==> config.mk <==
export PLATFORM = sky130hd
export DESIGN_NAME = gfs_top
export DESIGN_NICKNAME = d
export VERILOG_FILES = /design/src/rtl/gfs_pkg.sv /design/src/rtl/gfs_pattern_gen.sv /design/src/rtl/gfs_gate_model.sv /design/src/rtl/gfs_fault_bank.sv /design/src/rtl/gfs_top.sv
export SDC_FILE = /design/constraint.sdc
export NUM_CORES = 1
export LEC_CHECK = 0
export ABC_AREA = 1
export BUFFER_PORTS_ARGS = -buffer_cell sky130_fd_sc_hd__buf_2
export CORE_MARGIN = 3
export CORE_UTILIZATION = 55
export DETAILED_ROUTE_END_ITERATION = 10
export HOLD_SLACK_MARGIN = 0.12
export PLACE_DENSITY = 0.79
export SYNTH_ARGS = -nofsm -noshare
export SYNTH_HDL_FRONTEND = slang
export SYNTH_HIERARCHICAL = 1
export SYNTH_SLANG_ARGS = --single-unit
==> constraint.sdc <==
create_clock -name clk_i -period 3.1 [get_ports clk_i]
set_input_delay 0.31 -clock clk_i [delete_from_list [all_inputs] [get_ports clk_i]]
set_output_delay 0.31 -clock clk_i [all_outputs]
set_load 0.005 [all_outputs]
==> src/rtl/gfs_pkg.sv <==
package gfs_pkg;

   typedef enum logic [1:0] {
      SEQ_IDLE = 2'd0,
      SEQ_RUN  = 2'd1,
      SEQ_DONE = 2'd2
   } seq_state_e;

   // controlling input value of the gate kind
   function automatic logic ctl_val(input bit is_or);
      return is_or ? 1'b1 : 1'b0;
   endfunction

endpackage

==> src/rtl/gfs_pattern_gen.sv <==
module gfs_pattern_gen #(
   parameter int N       = 4,
   parameter bit IS_OR   = 1'b0,
   parameter int CW      = 3
) (
   input  logic          clk_i,
   input  logic          rst_ni,
   input  logic          valid_i,
   input  logic [CW-1:0] idx_i,
   output logic [N-1:0]  pat_o
);
   import gfs_pkg::*;

   localparam logic CV = ctl_val(IS_OR);

   logic [N-1:0] onehot;

   always_comb begin
      onehot = '0;
      for (int i = 0; i < N; i++) begin
         if (idx_i == CW'(i)) onehot[i] = 1'b1;
      end
   end

   always_comb begin
      if (idx_i < CW'(N)) begin
         pat_o = CV ? onehot : ~onehot;
      end else if (idx_i == CW'(N)) begin
         pat_o = {N{~CV}};
      end else begin
         pat_o = {N{CV}};
      end
   end

   AST_ONE_CONTROLLING: assert property (@(posedge clk_i) disable iff (!rst_ni)
      (valid_i && idx_i < CW'(N)) |-> ($countones(CV ? pat_o : ~pat_o) == 1))
      else $error("input test carries a blocking value");

endmodule

==> src/rtl/gfs_gate_model.sv <==
module gfs_gate_model #(
   parameter int N     = 4,
   parameter bit IS_OR = 1'b0
) (
   input  logic [N-1:0] in_i,
   input  logic [N-1:0] remove_i,
   input  logic [N-1:0] force_i,
   input  logic         out_stuck_i,
   input  logic         out_val_i,
   output logic         out_o
);
   import gfs_pkg::*;

   localparam logic CV = ctl_val(IS_OR);

   logic [N-1:0] eff;
   logic         raw;

   // a removed input stops counting (non-controlling), a forced one controls
   always_comb begin
      for (int i = 0; i < N; i++) begin
         if (force_i[i])       eff[i] = CV;
         else if (remove_i[i]) eff[i] = ~CV;
         else                  eff[i] = in_i[i];
      end
   end

   generate
      if (IS_OR) begin : g_or
         assign raw = |eff;
      end else begin : g_and
         assign raw = &eff;
      end
   endgenerate

   assign out_o = out_stuck_i ? out_val_i : raw;

endmodule

==> src/rtl/gfs_fault_bank.sv <==
module gfs_fault_bank #(
   parameter int N     = 4,
   parameter bit IS_OR = 1'b0,
   parameter int NF    = N + 2,
   parameter int CVW   = 3
) (
   input  logic           clk_i,
   input  logic           rst_ni,
   input  logic           clear_i,
   input  logic           valid_i,
   input  logic [N-1:0]   pat_i,
   input  logic           good_i,
   output logic [NF-1:0]  credited_o,
   output logic [CVW-1:0] coverage_o
);
   import gfs_pkg::*;

   localparam logic CV = ctl_val(IS_OR);

   logic [NF-1:0] fout;
   logic [NF-1:0] hit;
   logic [NF-1:0] credit;
   logic [NF-1:0] flags_q;

   // one faulty copy per entry of the collapsed list
   generate
      for (genvar e = 0; e < NF; e++) begin : g_copy
         localparam logic [N-1:0] RM = (e < N) ? (N'(1) << e) : '0;
         localparam logic         OS = (e >= N);
         localparam logic         OV = (e == N) ? CV : ~CV;
         gfs_gate_model #(.N(N), .IS_OR(IS_OR)) copy_i (
            .in_i        (pat_i),
            .remove_i    (RM),
            .force_i     ('0),
            .out_stuck_i (OS),
            .out_val_i   (OV),
            .out_o       (fout[e])
         );
         assign hit[e] = valid_i & (fout[e] ^ good_i);
      end
   endgenerate

   always_comb begin
      credit = hit;
      // the dominating output fault counts only on its own
      credit[NF-1] = hit[NF-1] & ~(|hit[N-1:0]);
   end

   always_ff @(posedge clk_i or negedge rst_ni) begin
      if (!rst_ni)      flags_q <= '0;
      else if (clear_i) flags_q <= '0;
      else              flags_q <= flags_q | credit;
   end

   always_comb begin
      coverage_o = '0;
      for (int e = 0; e < NF; e++) coverage_o = coverage_o + CVW'(flags_q[e]);
   end

   assign credited_o = flags_q;

   AST_OUT_CREDIT_ALONE: assert property (@(posedge clk_i) disable iff (!rst_ni)
      $rose(flags_q[NF-1]) |-> $past(~(|hit[N-1:0])))
      else $error("dominating output fault credited with an input fault");

   AST_COV_STEP: assert property (@(posedge clk_i) disable iff (!rst_ni)
      1'b1 |=> ({1'b0, coverage_o} <= {1'b0, $past(coverage_o)} + 1'b1))
      else $error("coverage jumped by more than one");

endmodule

==> src/rtl/gfs_top.sv <==
module gfs_top #(
   parameter int N     = 4,
   parameter bit IS_OR = 1'b0,
   parameter int IDXW  = (N > 1) ? $clog2(N) : 1,
   parameter int CVW   = $clog2(N + 3)
) (
   input  logic              clk_i,
   input  logic              rst_ni,
   input  logic              start_i,
   input  logic [IDXW+1:0]   fault_sel_i,
   output logic [N-1:0]      pattern_o,
   output logic              pat_valid_o,
   output logic              good_o,
   output logic              faulty_o,
   output logic              detect_o,
   output logic              done_o,
   output logic [N+1:0]      credited_o,
   output logic [CVW-1:0]    coverage_o
);
   import gfs_pkg::*;

   localparam int   NP = N + 2;
   localparam int   CW = $clog2(NP + 1);
   localparam logic CV = ctl_val(IS_OR);

   generate
      if (N < 2 || N > 8) begin : g_bad_n
         $error("gfs_top: N must lie in 2..8");
      end
   endgenerate

   seq_state_e    state_q;
   logic [CW-1:0] idx_q;
   logic          valid;

   always_ff @(posedge clk_i or negedge rst_ni) begin
      if (!rst_ni) begin
         state_q <= SEQ_IDLE;
         idx_q   <= '0;
      end else if (start_i) begin
         state_q <= SEQ_RUN;
         idx_q   <= '0;
      end else if (state_q == SEQ_RUN) begin
         if (idx_q == CW'(NP - 1)) begin
            state_q <= SEQ_DONE;
            idx_q   <= '0;
         end else begin
            idx_q <= idx_q + 1'b1;
         end
      end
   end

   assign valid       = (state_q == SEQ_RUN);
   assign pat_valid_o = valid;
   assign done_o      = (state_q == SEQ_DONE);

   gfs_pattern_gen #(.N(N), .IS_OR(IS_OR), .CW(CW)) pgen_i (
      .clk_i   (clk_i),
      .rst_ni  (rst_ni),
      .valid_i (valid),
      .idx_i   (idx_q),
      .pat_o   (pattern_o)
   );

   // selected fault decode
   logic            sel_site;
   logic            sel_val;
   logic [IDXW-1:0] sel_idx;
   logic [N-1:0]    sel_rm;
   logic [N-1:0]    sel_frc;

   assign sel_site = fault_sel_i[IDXW+1];
   assign sel_val  = fault_sel_i[IDXW];
   assign sel_idx  = fault_sel_i[IDXW-1:0];

   generate
      for (genvar i = 0; i < N; i++) begin : g_sel
         assign sel_rm[i]  = ~sel_site & (sel_idx == IDXW'(i)) & (sel_val != CV);
         assign sel_frc[i] = ~sel_site & (sel_idx == IDXW'(i)) & (sel_val == CV);
      end
   endgenerate

   gfs_gate_model #(.N(N), .IS_OR(IS_OR)) good_i (
      .in_i        (pattern_o),
      .remove_i    ('0),
      .force_i     ('0),
      .out_stuck_i (1'b0),
      .out_val_i   (1'b0),
      .out_o       (good_o)
   );

   gfs_gate_model #(.N(N), .IS_OR(IS_OR)) bad_i (
      .in_i        (pattern_o),
      .remove_i    (sel_rm),
      .force_i     (sel_frc),
      .out_stuck_i (sel_site),
      .out_val_i   (sel_val),
      .out_o       (faulty_o)
   );

   assign detect_o = valid & (good_o ^ faulty_o);

   gfs_fault_bank #(.N(N), .IS_OR(IS_OR), .NF(NP), .CVW(CVW)) bank_i (
      .clk_i      (clk_i),
      .rst_ni     (rst_ni),
      .clear_i    (start_i),
      .valid_i    (valid),
      .pat_i      (pattern_o),
      .good_i     (good_o),
      .credited_o (credited_o),
      .coverage_o (coverage_o)
   );

   AST_DONE_NOT_VALID: assert property (@(posedge clk_i) disable iff (!rst_ni)
      done_o |-> !pat_valid_o)
      else $error("done with a pattern still applied");

   AST_DONE_HOLDS: assert property (@(posedge clk_i) disable iff (!rst_ni)
      (done_o && !start_i) |=> done_o)
      else $error("done dropped without start");

   AST_DETECT_IN_PATTERN: assert property (@(posedge clk_i) disable iff (!rst_ni)
      detect_o |-> pat_valid_o)
      else $error("detect outside a pattern cycle");

   AST_OUT_FAULT_VALUE: assert property (@(posedge clk_i) disable iff (!rst_ni)
      sel_site |-> (faulty_o == sel_val))
      else $error("output fault not applied");

   AST_FULL_COVERAGE: assert property (@(posedge clk_i) disable iff (!rst_ni)
      ($rose(done_o) && !$past(start_i)) |-> (coverage_o == CVW'(NP)))
      else $error("coverage short after full set");

endmodule

== Word-level counts from Yosys, hierarchy flattened ==
Cells that the tools add are included.
Cells by class
  add/subtract/negate cells: 6
  $lt $le $gt $ge: 1
  eq/ne operators: 10
  muxes and demuxes: 22
  bitwise gates (word level): 31
  reduce and logical (&&, ||, !) cells: 12
Operators with widths (count)
  bitwise AND 1 bit: 20
  2-to-1 mux 1 bit: 13
  adder 3 x 1 -> 3 bit: 4
  AND reduction 3 bit: 4
  2-to-1 mux 3 bit: 3
  2-to-1 mux 4 bit: 2
  AND reduction 4 bit: 2
  == test 2 bit (second input constant): 3
  == test 3 x 2 -> 1 bit (second input constant): 2
  == test 3 bit (second input constant): 2
  2-to-1 mux 2 bit: 3
  2-to-1 mux 6 bit: 1
  OR 6 bit: 1
  XOR 1 bit: 5
  == test 2 x 1 -> 1 bit (second input constant): 2
  inverter 1 bit: 4
  inverter 4 bit: 1
  nonzero test 2 bit: 2
  OR reduction 4 bit: 1
  adder 3 x 1 -> 3 bit (second input constant): 1
  == test 3 x 1 -> 1 bit (second input constant): 1
  zero test 3 bit: 1
  less-than comparator 3 bit (second input constant): 1
  adder 1 x 1 -> 2 bit: 1
  2 further kinds: 2
Word-level totals
  register bits: 11
  bits of input ports: 7
  word-level logic and storage cells: 85

== Longest topological paths before layout ==
Gate-level depths: netlist of the first run.
  depth in word-level cells: 12
  gate-level depth with buffers: 17
  gate-level depth less buffers: 16

== By module ==
The synthesis of the first run kept the hierarchy.
Modules (own cells, without submodules)
  gfs_gate_model: instances 8, cells each 21, area each 78.8 um^2
  gfs_fault_bank: instances 1, cells each 57, area each 432.9 um^2
  gfs_top: instances 1, cells each 52, area each 344.1 um^2
  gfs_pattern_gen: instances 1, cells each 12, area each 52.6 um^2

== Worst setup path after synthesis of the first run ==
Ideal clock, no wire load.
  path type: reg-to-output
  start: reg bank_i.flags_q[0], in the netlist bank_i/credited_o[0]
  end: out coverage_o[1]
  arrival time: 2078 ps
  setup slack: 712 ps
  cell stages (with the launch flop): 7
  cell sequence: dfrtp_1 > inv_1 > fa_1 > fa_1 > inv_1 > ha_1 > fa_1
On the way
  word-level cells in the longest chain between the ends: 5
Ends and longest elaborated chain
  from (decl): RTL line gfs_fault_bank.sv:23  | logic [NF-1:0] flags_q;
  from (signal assigned): RTL line gfs_fault_bank.sv:52  | else flags_q <= flags_q | credit;
  adder 1 x 1 -> 2 bit: RTL line gfs_fault_bank.sv:57  | for (int e = 0; e < NF; e++) coverage_o = coverage_o + CVW'(flags_q[e]);
  adder 3 x 1 -> 3 bit (4 in a row): RTL line gfs_fault_bank.sv:57
  to (decl): RTL line gfs_top.sv:18  | output logic [CVW-1:0] coverage_o
No other way between the ends.

== Final worst setup path of the first run ==
Same ends and word-level chain as after synthesis.

==> results of run 1 <==
[power by group through the flow]
stage / Combinational [mW] / Sequential, mW / Clock, mW
after global routing: 0.431 / 0.184 / 0.109
after detailed placement: 0.367 / 0.183 / 0
after CTS: 0.369 / 0.180 / 0.101
final: 0.368 / 0.181 / 0.0983
after global placement: 0.354 / 0.182 / 0
after floorplan: 0.254 / 0.181 / 0
[worst max-delay path: cells and delay by family (launching register included)]
family | cells | cell delay (ns)
flip-flops | 1 | 0.37
buffers and inverters | 3 | 0.23
adder cells (fa/ha/maj) | 4 | 1.69
[through the flow]
step           area (sq um)  worst slack, ns  hold WS [ns]  power, mW  utilization [%]
2_1_floorplan          1740            0.712        0.0144      0.435                -
3_3_place_gp           1900            0.641         0.188      0.537             76.0
3_5_place_dp           1900            0.541         0.186      0.550             76.0
4_1_cts                1940            0.236         0.278      0.650             77.4
5_1_grt                1940            0.138         0.281      0.725             77.4
6_report               1940            0.238         0.287      0.647             77.4
[per-layer routing]
layer	GRT usage, %	vias to the layer above	wire length (um)
li1	-	951	-
met1	27.7	688	1410
met2	36.3	18	1460
met3	4.75	0	105
met4	0.993	0	0
met5	0	-	0
[sequential cells by signal, indices dropped and copies added (netlist names)]
register / cells
bank_i/credited_o: 6
idx_q: 3
state_q: 2
[repair_timing]
item,in CTS,in global routing
endpoints found under the hold margin,11,0
hold buffers,1,0
setup buffers,0,0
[final cells by class]
type | count | area [sq um]
repair buffers | 27 | 145
well taps | 30 | 37.5
inverters | 81 | 307
multi-input cells | 270 | 1140
fillers | 230 | 564
flip-flops and latches | 11 | 275
clock buffers | 4 | 26.3
[path summary, 6_finish.rpt]
path	end	slack [ns]	cells past startpoint
min reg2reg	state_q[1]$_DFFE_PN0P_	0.50	2
min	bank_i/credited_o[5]$_DFF_PN0_	0.29	2
max	coverage_o[1]	0.24	7
min in group asynchronous	idx_q[2]$_DFFE_PN0P_	0.43	2
max reg2reg	bank_i/credited_o[5]$_DFF_PN0_	0.94	15
max in group asynchronous	bank_i/credited_o[3]$_DFF_PN0_	2.47	2
[kinds of logic (layout without fill, tap and decap cells)]
logic type | count (synthesis) | in the layout | share of synthesized area (%)
AND/OR/NAND/NOR | 176 | 176 | 48.6
buffers and inverters | 82 | 112 | 21.8
AO/OA/AOI/OAI | 12 | 12 | 4.46
XOR/XNOR | 1 | 1 | 0.600
adder cells (fa/ha/maj) | 4 | 4 | 4.97
flip-flops | 11 | 11 | 18.9
other | 3 | 77 | 0.771
[cells in the final DEF (no fill, tap or decap)]
master	instances
inv_1	77
dfrtp_1	11
clkbuf_1	1
dlygate4sd3_1	1
conb_1	77
or2_2	1
ha_1	1
xnor2_1	1
nand3_1	11
a21oi_1	5
nand3_2	1
inv_4	1
o21ai_1	2
nand2_1	101
nor4_1	1
nor4_2	1
nand2_2	4
nand4_1	1
clkbuf_4	3
o21ai_0	3
buf_2	24
a31oi_1	1
buf_4	2
inv_2	3
nor2_2	1
fa_1	3
a21oi_2	1
nor2_1	54
==> summary.md, run 1 <==
| Metric | Value |
|---|---|
| Crit. End Element | `output pin` |
| Worst-skew pair later-pin latency | `approximately 0.27 ns` |
| Vias in the first global route | `around 1400` |
| Register area share after synthesis | `18.9%` |
| Worst EP arrival | `between 2 and 3 ns` |
| Seq cells post-synth | `11` |
| Slew Limit Fails | `0` |
| H-tree depth | `1` |
| RSZ-0062 raised after global routing | `no` |
| Min cycle time layout | `2.86 ns` |
| # DRC | `0` |
| Port buffer count | `24` |
| Most used cell, CP | `fa_1` |
| Die outline width | `57.5 um` |
| Max cap viols | `0` |
| Worst path cell trace | `inv_1 -> fa_1 -> fa_1 -> inv_1 -> ha_1 -> fa_1 -> buf_2` |
| Final period util | `approximately 92%` |
| DRT antenna net count | `0` |
| Crit path max-delay cell type | `fa_1` |
| Num CTS Buffers | `3` |
| Yosys cell types | `24` |
| Switching Fraction | `45.4%` |
| Worst-path clk slew | `0.07 ns` |
| Clock share of power | `15.2%` |
| ANT cells | `0` |
| Synth warn | `6` |
| Kind of critical path | `reg2out` |
| Max stage delay on crit path | `0.52 ns` |
| Cell Area, Synth | `around 0.0015 sq mm` |
| Worst Path Required | `2.79 ns` |
| Cell count after synthesis | `289` |
| Comb pwr share | `56.9%` |
| Internal power | `0.353 mW` |
| Synth cell count leaders | `nand2_1, inv_1, nor2_1` |
| Total Wirelength | `2.98 mm` |
| Final-report setup violation count | `0` |
| Pleak | `between 1 and 1.5 nW` |
| Outcome | `finished clean` |
| Core ar. | `0.00250 sq mm` |
| CTS Sinks | `11` |
| Crit Path Max Fanout | `3` |
| Nets | `between 400 and 500` |
| Async SR Flop Fraction | `100%` |
| Setup_tns | `0 ns` |
| Post-synth EDFFs | `0` |
| First-pass GRT wire length | `approximately 5.6 mm` |
| Remaining Overflow, GRT | `0` |
| Top cells by area, synth | `nand2_1, inv_1, dfrtp_1` |
| Layout cell share with drive strength beyond 1 | `between 10% and 20%` |
| GR Util All Layers | `20.9%` |
| GP Congestion | `approximately 0.81` |
| Final cell count without fillers | `423` |
| Fin. Hold Viols | `0` |
| Min-Delay Startpoint | `start_i` |
| Root buf cell | `clkbuf_4` |
| Post-DP HPWL | `2.57 mm` |
| Drt wl/cell | `7.04 um` |
| Cts repair resizes | `0` |
| Post-synth top area share | `26.0%` |
| Crit path from | `bank_i/credited_o[0]$_DFF_PN0_` |
| Top-count cell post-synth | `nand2_1` |
| Initial antenna violation count | `0` |
| Die height | `between 50 and 60 um` |
| Dpl cells | `418` |
| FF-to-FF Start | `idx_q[0]$_DFFE_PN0P_` |
| Largest area contributor in the netlist | `nand2_1` |
| Startpoint types | `flop` |
| Switching pwr | `0.294 mW` |
| Max Root-Sink Buffers | `2` |
| Via count | `1657` |
| DR pass1 iterations | `4` |
| Largest net degree at the start of global routing | `12` |
| Register share of total power | `27.9%` |
| Flip-flop cell with the highest count after synthesis | `dfrtp_1` |
| Maximum vdd drop | `0.000495 V` |
| Hold crit path type | `in2reg` |
| I/O pin count | `25` |
| Initial core utilization | `58.4%` |
| Syn_area_per_cell | `~5.1 sq um` |
| DR iter-0 viols | `66` |
| Final setup skew | `0.00247 ns` |
| Layout area overhead | `32.6%` |
| Die Area | `between 0.003 and 0.004 sq mm` |
| CTS tree | `done` |
| Power Density | `334 mW/mm^2` |
| Row cnt | `18` |
| Drt via density | `3.92` |
| Fmax | `349 MHz` |
(Power assumes the default switching activity.)
==> run 2: changes to the inputs <==
GPL_TIMING_DRIVEN = 0   (was unset)
PLACE_DENSITY = 0.8   (was 0.79)
==> summary.md, run 2 (same netlist as run 1, synthesis figures left out) <==
| Metric | Value |
|---|---|
| Max stage delay on crit path | `0.49 ns` |
| Most used cell, CP | `fa_1` |
| Worst slew margin | `59.5%` |
| Slew Limit Fails | `0` |
| Drt wl/cell | `6.43 um` |
| I/O pin count | `25` |
| Crit Path Max Fanout | `3` |
| Final-report setup violation count | `0` |
| DRT antenna net count | `0` |
| Core ar. | `0.00250 sq mm` |
| ANT cells | `0` |
| Setup_tns | `0 ns` |
| Initial core utilization | `between 50% and 60%` |
| Total Wirelength | `between 2 and 3 mm` |
| Startpoint types | `flop` |
| Initial antenna violation count | `0` |
| Die Area | `approximately 0.0033 sq mm` |
| Worst-skew pair later-pin latency | `0.27 ns` |
| Max cap viols | `0` |
| Post-CTS setup buffer count | `0` |
| H-tree depth | `1` |
| DR pass1 iterations | `4` |
| Pleak | `1.30 nW` |
| Row cnt | `18` |
| Kind of critical path | `reg2out` |
| Most frequent cells in the layout | `nand2_1, inv_1, conb_1` |
| Worst path cell trace | `inv_1 -> fa_1 -> fa_1 -> inv_1 -> ha_1 -> fa_1 -> buf_2` |
| Commonest non-fill, non-tap cell in the layout | `nand2_1` |
| Largest register FFs | `6` |
| Die height | `between 50 and 60 um` |
| Via count | `1571` |
| Filler cell count | `245` |
| Die outline width | `57.5 um` |
| RSZ-0062 raised after global routing | `no` |
| # DRC | `0` |
| Worst EP arrival | `2.51 ns` |
| Worst Path Required | `2.79 ns` |
| Fin. Hold Viols | `0` |
| Fmax | `355 MHz` |
| Outcome | `finished clean` |
| Maximum vdd drop | `0.000464 V` |
| Final period util | `90.9%` |
| Root buf cell | `clkbuf_4` |
| CTS tree | `done` |
| Hold crit path type | `in2reg` |
| Num CTS Buffers | `3` |
| Measured slew at the worst slew-check pin | `around 0.6 ns` |
| Vias in the first global route | `around 1300` |
| Wire length on met3 | `94 um` |
| Layout area overhead | `32.3%` |
| Top sig layer | `met3` |
| Metal-1 WL | `1.33 mm` |
| CTS Sinks | `11` |
| Final setup skew | `0.000251 ns` |
| Largest net degree at the start of global routing | `12` |
| Post-DP HPWL | `between 2 and 2.5 mm` |
| Port buffer count | `24` |
| Hold_ws | `0.297 ns` |
| GP Congestion | `~0.8` |
| Layout cell share with drive strength beyond 1 | `10.5%` |
| DR iter-0 viols | `55` |
| Power Density | `about 330 mW/mm^2` |
| GR Util All Layers | `around a fifth` |
| Crit. End Element | `output pin` |
| Met2 Routed Length | `1.29 mm` |
| Crit path max-delay cell type | `fa_1` |
| Worst-path clk slew | `roughly 0.070 ns` |
| Nets | `~400` |
| Min cycle time layout | `2.82 ns` |
| First-pass GRT wire length | `5.13 mm` |
| Remaining Overflow, GRT | `0` |
| Drt via density | `3.72` |
| Max Root-Sink Buffers | `2` |
-- run 2: changes by cell type in the layout (fill, tap and decap cells not counted), sizes merged --
cell | before | now
buf | 26 | 25
-- run 2: stage by stage --
step	cell area, sq um	setup slack (ns)	cells	utilization [%]	power, mW
2_1_floorplan	1740	0.712	363	-	0.435
3_3_place_gp	1900	0.602	417	75.8	0.524
3_5_place_dp	1900	0.571	417	75.8	0.532
4_1_cts	1930	0.280	422	77.3	0.632
5_1_grt	1930	0.173	422	77.3	0.703
6_report	1930	0.283	422	77.3	0.629
-- run 2: final timing paths --
check / to / cells past startpoint / startpoint / slack, ns
max reg2reg: bank_i/credited_o[5]$_DFF_PN0_ / 15 / idx_q[0]$_DFFE_PN0P_ / 0.87
max in group asynchronous: bank_i/credited_o[2]$_DFF_PN0_ / 2 / rst_ni / 2.45
min in group asynchronous: state_q[1]$_DFFE_PN0P_ / 2 / rst_ni / 0.46
min reg2reg: state_q[1]$_DFFE_PN0P_ / 2 / state_q[1]$_DFFE_PN0P_ / 0.48
max: coverage_o[1] / 7 / bank_i/credited_o[0]$_DFF_PN0_ / 0.28
min: bank_i/credited_o[5]$_DFF_PN0_ / 2 / start_i / 0.30
-- run 2: cell type report --
type | instances | area, sq um | share of cell area [%]
Multi-Input combinational cell | 270 | 1140 | 59.3
Buffer | 1 | 11.3 | 0.583
Sequential cell | 11 | 275 | 14.2
Timing Repair Buffer | 25 | 130 | 6.74
Inverter | 81 | 307 | 15.9
Clock buffer | 4 | 26.3 | 1.36
Tap cell | 30 | 37.5 | 1.94
-- run 2: repair_timing --
action / CTS / global route
endpoints found under the hold margin: 11 / 0
hold buffers: 1 / 0
resized for setup: 0 / 0
-- run 2: critical path, delay by kind of cell, from the launching register on --
kind,cells,cell delay (ns)
flops,1,0.37
fa+ha+maj,4,1.65
buf+inv,3,0.23
-- run 2: routing by layer --
layer | vias to the layer above | global-route usage [%]
met4 | 0 | 0.993
met1 | 600 | 25.0
li1 | 951 | -
met2 | 20 | 33.4
met3 | 0 | 4.07
met5 | - | 0
-- run 2: power by group --
part,leakage (nW),switching (mW),internal (mW)
sequential,0.143,0.0189,0.161
combinational,1.15,0.217,0.132
clock,0.0150,0.0494,0.0498
total,1.30,0.285,0.343
